--- config.mk ---
export PLATFORM = sky130hd
export DESIGN_NAME = irq_sticky_reg
export DESIGN_NICKNAME = d
export VERILOG_FILES = /design/src/rtl/irq_sticky_pkg.sv /design/src/rtl/irq_status_bit.sv /design/src/rtl/irq_trigger_reduce.sv /design/src/rtl/irq_sticky_reg.sv
export SDC_FILE = /design/constraint.sdc
export NUM_CORES = 1
export LEC_CHECK = 0
export BUFFER_PORTS_ARGS = -buffer_cell sky130_fd_sc_hd__buf_2
export CELL_PAD_IN_SITES_DETAIL_PLACEMENT = 1
export CELL_PAD_IN_SITES_GLOBAL_PLACEMENT = 1
export CORE_ASPECT_RATIO = 2
export CORE_MARGIN = 1.5
export CORE_UTILIZATION = 26
export DETAILED_ROUTE_END_ITERATION = 8
export GPL_ROUTABILITY_DRIVEN = 0
export PLACE_DENSITY_LB_ADDON = 0.05
export SLEW_MARGIN = 5
export SYNTH_ARGS = -nofsm -noshare
export SYNTH_HDL_FRONTEND = slang
export SYNTH_SLANG_ARGS = --single-unit
--- constraint.sdc ---
create_clock -name clk_i -period 3.2 [get_ports clk_i]
set_input_delay 0.64 -clock clk_i [delete_from_list [all_inputs] [get_ports clk_i]]
set_output_delay 0.64 -clock clk_i [all_outputs]
set_load 0.02 [all_outputs]
--- src/rtl/irq_sticky_pkg.sv ---
package irq_sticky_pkg;

  // number of reduction groups needed to cover a vector
  function automatic int unsigned group_count(input int unsigned width,
                                              input int unsigned group);
    return (width + group - 1) / group;
  endfunction

endpackage

--- src/rtl/irq_status_bit.sv ---
module irq_status_bit (
  input  logic clk_i,
  input  logic rst_i,
  input  logic evt_i,
  input  logic clr_i,
  output logic q_o
);

  logic q_d;

  // event wins over clear
  always_comb begin
    q_d = q_o;
    if (clr_i) q_d = 1'b0;
    if (evt_i) q_d = 1'b1;
  end

  always_ff @(posedge clk_i) begin
    if (rst_i) q_o <= 1'b0;
    else       q_o <= q_d;
  end

endmodule

--- src/rtl/irq_trigger_reduce.sv ---
module irq_trigger_reduce #(
  parameter int unsigned WIDTH    = 32,
  parameter int unsigned OR_GROUP = 8
) (
  input  logic             clk_i,
  input  logic             rst_i,
  input  logic [WIDTH-1:0] status_i,
  input  logic [WIDTH-1:0] mask_i,
  output logic             irq_o
);

  import irq_sticky_pkg::*;

  localparam int unsigned NGROUP = group_count(WIDTH, OR_GROUP);
  localparam int unsigned PADW   = NGROUP * OR_GROUP;

  logic [PADW-1:0]   hit_pad;
  logic [NGROUP-1:0] grp_hit;

  generate
    if (PADW > WIDTH) begin : g_pad
      assign hit_pad = {{(PADW-WIDTH){1'b0}}, status_i & mask_i};
    end else begin : g_nopad
      assign hit_pad = status_i & mask_i;
    end
  endgenerate

  genvar g;
  generate
    for (g = 0; g < NGROUP; g++) begin : g_grp
      assign grp_hit[g] = |hit_pad[g*OR_GROUP +: OR_GROUP];
    end
  endgenerate

  always_ff @(posedge clk_i) begin
    if (rst_i) irq_o <= 1'b0;
    else       irq_o <= |grp_hit;
  end

endmodule

--- src/rtl/irq_sticky_reg.sv ---
module irq_sticky_reg #(
  parameter int unsigned WIDTH    = 32,
  parameter int unsigned OR_GROUP = 8
) (
  input  logic             clk_i,
  input  logic             rst_i,
  input  logic [WIDTH-1:0] evt_i,
  input  logic [WIDTH-1:0] clr_i,
  input  logic [WIDTH-1:0] en_mask_i,
  output logic [WIDTH-1:0] status_o,
  output logic             irq_o
);

  logic [WIDTH-1:0] status_q;

  genvar k;
  generate
    for (k = 0; k < WIDTH; k++) begin : g_bit
      irq_status_bit u_bit (
        .clk_i (clk_i),
        .rst_i (rst_i),
        .evt_i (evt_i[k]),
        .clr_i (clr_i[k]),
        .q_o   (status_q[k])
      );
    end
  endgenerate

  irq_trigger_reduce #(
    .WIDTH    (WIDTH),
    .OR_GROUP (OR_GROUP)
  ) u_reduce (
    .clk_i    (clk_i),
    .rst_i    (rst_i),
    .status_i (status_q),
    .mask_i   (en_mask_i),
    .irq_o    (irq_o)
  );

  assign status_o = status_q;

endmodule

==> flow_metrics.tcl <==
set metrics [dict create \
    status "completed" \
    drive_gt1_share_pct 48.3 \
    vias 1526 \
    grt_busiest_layer "met2" \
    holdWs_ns 0.512 \
    fin_cells 348 \
    multi_input_area_um2 452 \
    slowest_delay_ns 0.37 \
    rsz0062_at_grt "no" \
    fmax_ghz 0.677 \
    fin_worst_skew_ns 0.00573 \
    start_util_pct 27.3 \
    viasPerCell 4.39 \
    yosysUniqueCellTypes 10 \
    use_met3_pct 4.78 \
    cp_cell_sequence "buf_2" \
    p_clk_share_pct 32.9 \
    clk_path_buf_depth 2 \
    fin_nets 386 \
    switching_share_pct 26.8 \
    synthesis.nets 285 \
    setup_violations 0 \
    cellPowerDensity_nw_per_um2 463 \
    clk_pin_slew_ns 0.07 \
    yosysWarnings 0 \
    totalWireLength_um 4320 \
    clock_latency_ns 0.28 \
    io_pins 131 \
    syn_inst 187 \
    dp_hpwl_um 3650 \
    drc 0 \
    grt_use_met1_pct 12.4 \
    critPathBufInv 1 \
    grt_pass1_wl_um 6660 \
    synth-seq-cells 33 \
    drv_slew 0 \
    grt_max_degree 34 \
    cts_tree "built" \
    clockRootBuffer "clkbuf_8" \
    finalSetupTns_ns 0 \
    final_cell_area_um2 2050 \
    antenna_found_initial 0 \
    yosysSeqAreaShare_pct 44.3 \
    fin_ws_ns 1.72 \
    die_h_um 110 \
    utilization_pct 37.5 \
    cts.sinks 33 \
    final_common_cell "buf_2" \
    syn-cell-area_um2 1490 \
    wl_per_cell_um 12.4 \
    worstSetupPathType "reg -> out" \
    combPwrFrac_pct 18.7 \
    critPathRequiredTime_ns 2.56 \
    power.internal_uw 694 \
    maxCapViolCount 0 \
    finalPower_uw 948 \
    p_leak_nw 1.18 \
    use_met2_pct 28.0 \
    gr-total-overflow 0 \
    peakVddDrop_mv 0.237 \
    htreeDepth 2 \
    die_area_um2 6230 \
    slew_headroom_pct 58.7 \
    seqCellArea_um2 661 \
    ant_nets 0 \
    power_switching_uw 254 \
    finalHoldViolations 0 \
    r2r_setup_slack_ns 1.88 \
    place_inst 341 \
    grt_pass1_vias 1528 \
    worst_pin_slew_ns 0.619 \
    finalCriticalPeriod_ns 1.48 \
    hp-class "reg -> reg" \
    avgSynthCellArea_um2 7.98 \
    firstDrtPassIters 3 \
    drt-initial-drc-count 21 \
    post_cts_resized 0 \
    fillers 742 \
    pre_cts_slack_ns 1.41 \
    cp_top_family "flip-flops" \
    crit_arrival_ns 0.84 \
    critPathCaptureType "output pin" \
    cp-start-kind "register" \
    diodes 0 \
    grt.total_usage_pct 14.1 \
    ctsHoldBuffers 0 \
    critPathSlowestCell "dfxtp_1" \
    worstPathMaxFanout 3 \
    die_w_um 56.6 \
    core-area_um2 5470 \
    row_count 38 \
    area_growth_pct 37.3 \
    final_cell_mix "130 x buf_2, 33 x inv_1, 33 x dfxtp_1" \
    post_cts_buffers 0 \
    numCtsBuffers 5 \
    power_frac_seq_pct 48.4 \
    fin_crit_sh_pct 46.1 \
    place_area_um2 1960 \
    portBuffers 130 \
]
==> path summary, 6_finish.rpt <==
| kind | from | end | cells past startpoint |
|---|---|---|---|
| hold / removal | g_bit[6].u_bit.q_o | g_bit[6].u_bit.q_o | 2 |
| setup reg to reg | g_bit[3].u_bit.q_o | u_reduce.irq_o | 3 |
| hold reg to reg | g_bit[6].u_bit.q_o | g_bit[6].u_bit.q_o | 2 |
| setup / recovery | g_bit[3].u_bit.q_o | status_o[3] | 1 |
==> layout make-up <==
cell class / instances / share of cell area [%]
clock buffer: 7 / 4.22
inverter: 33 / 6.05
multi-input combinational: 85 / 22.1
sequential: 33 / 32.3
tap: 60 / 3.67
timing repair buffer: 130 / 31.8
==> cells in the mapped netlist <==
cell       n  area [um^2]
a21oi_1   32          160
nand4_1    4         25.0
a22oi_2    3         37.5
clkbuf_1   4         15.0
dfxtp_1   33          661
inv_1     33          124
o41a_1     1         11.3
buf_4     32          240
nor2_1    32          120
a22oi_1   13         97.6
==> sequential cells by signal, summed over array words and instances (netlist names) <==
signal	count
g_bit.u_bit.q_o	32
u_reduce.irq_o	1
==> routing by layer <==
| layer | share of wire, % | wire, um |
|---|---|---|
| met5 | 0 | 0 |
| met4 | 1.8 | 79 |
| met3 | 9.1 | 392 |
| met2 | 56 | 2440 |
| met1 | 33 | 1410 |
==> power by group through the flow <==
| stage | registers (mW) | clock network, mW | logic, mW |
|---|---|---|---|
| CTS | 0.460 | 0.332 | 0.182 |
| detailed placement | 0.469 | 0 | 0.182 |
| floorplan | 0.464 | 0 | 0.121 |
| global placement | 0.469 | 0 | 0.179 |
| finish | 0.459 | 0.312 | 0.177 |
| global route | 0.463 | 0.346 | 0.199 |
==> cells by family after synthesis <==
logic type	after synthesis	share of synthesized area [%]
AO/OA/AOI/OAI	49	20.6
buffers and inverters	69	25.4
flip-flops	33	44.3
AND/OR/NAND/NOR	36	9.73
Note: power is estimated with default switching activity, not from simulation.
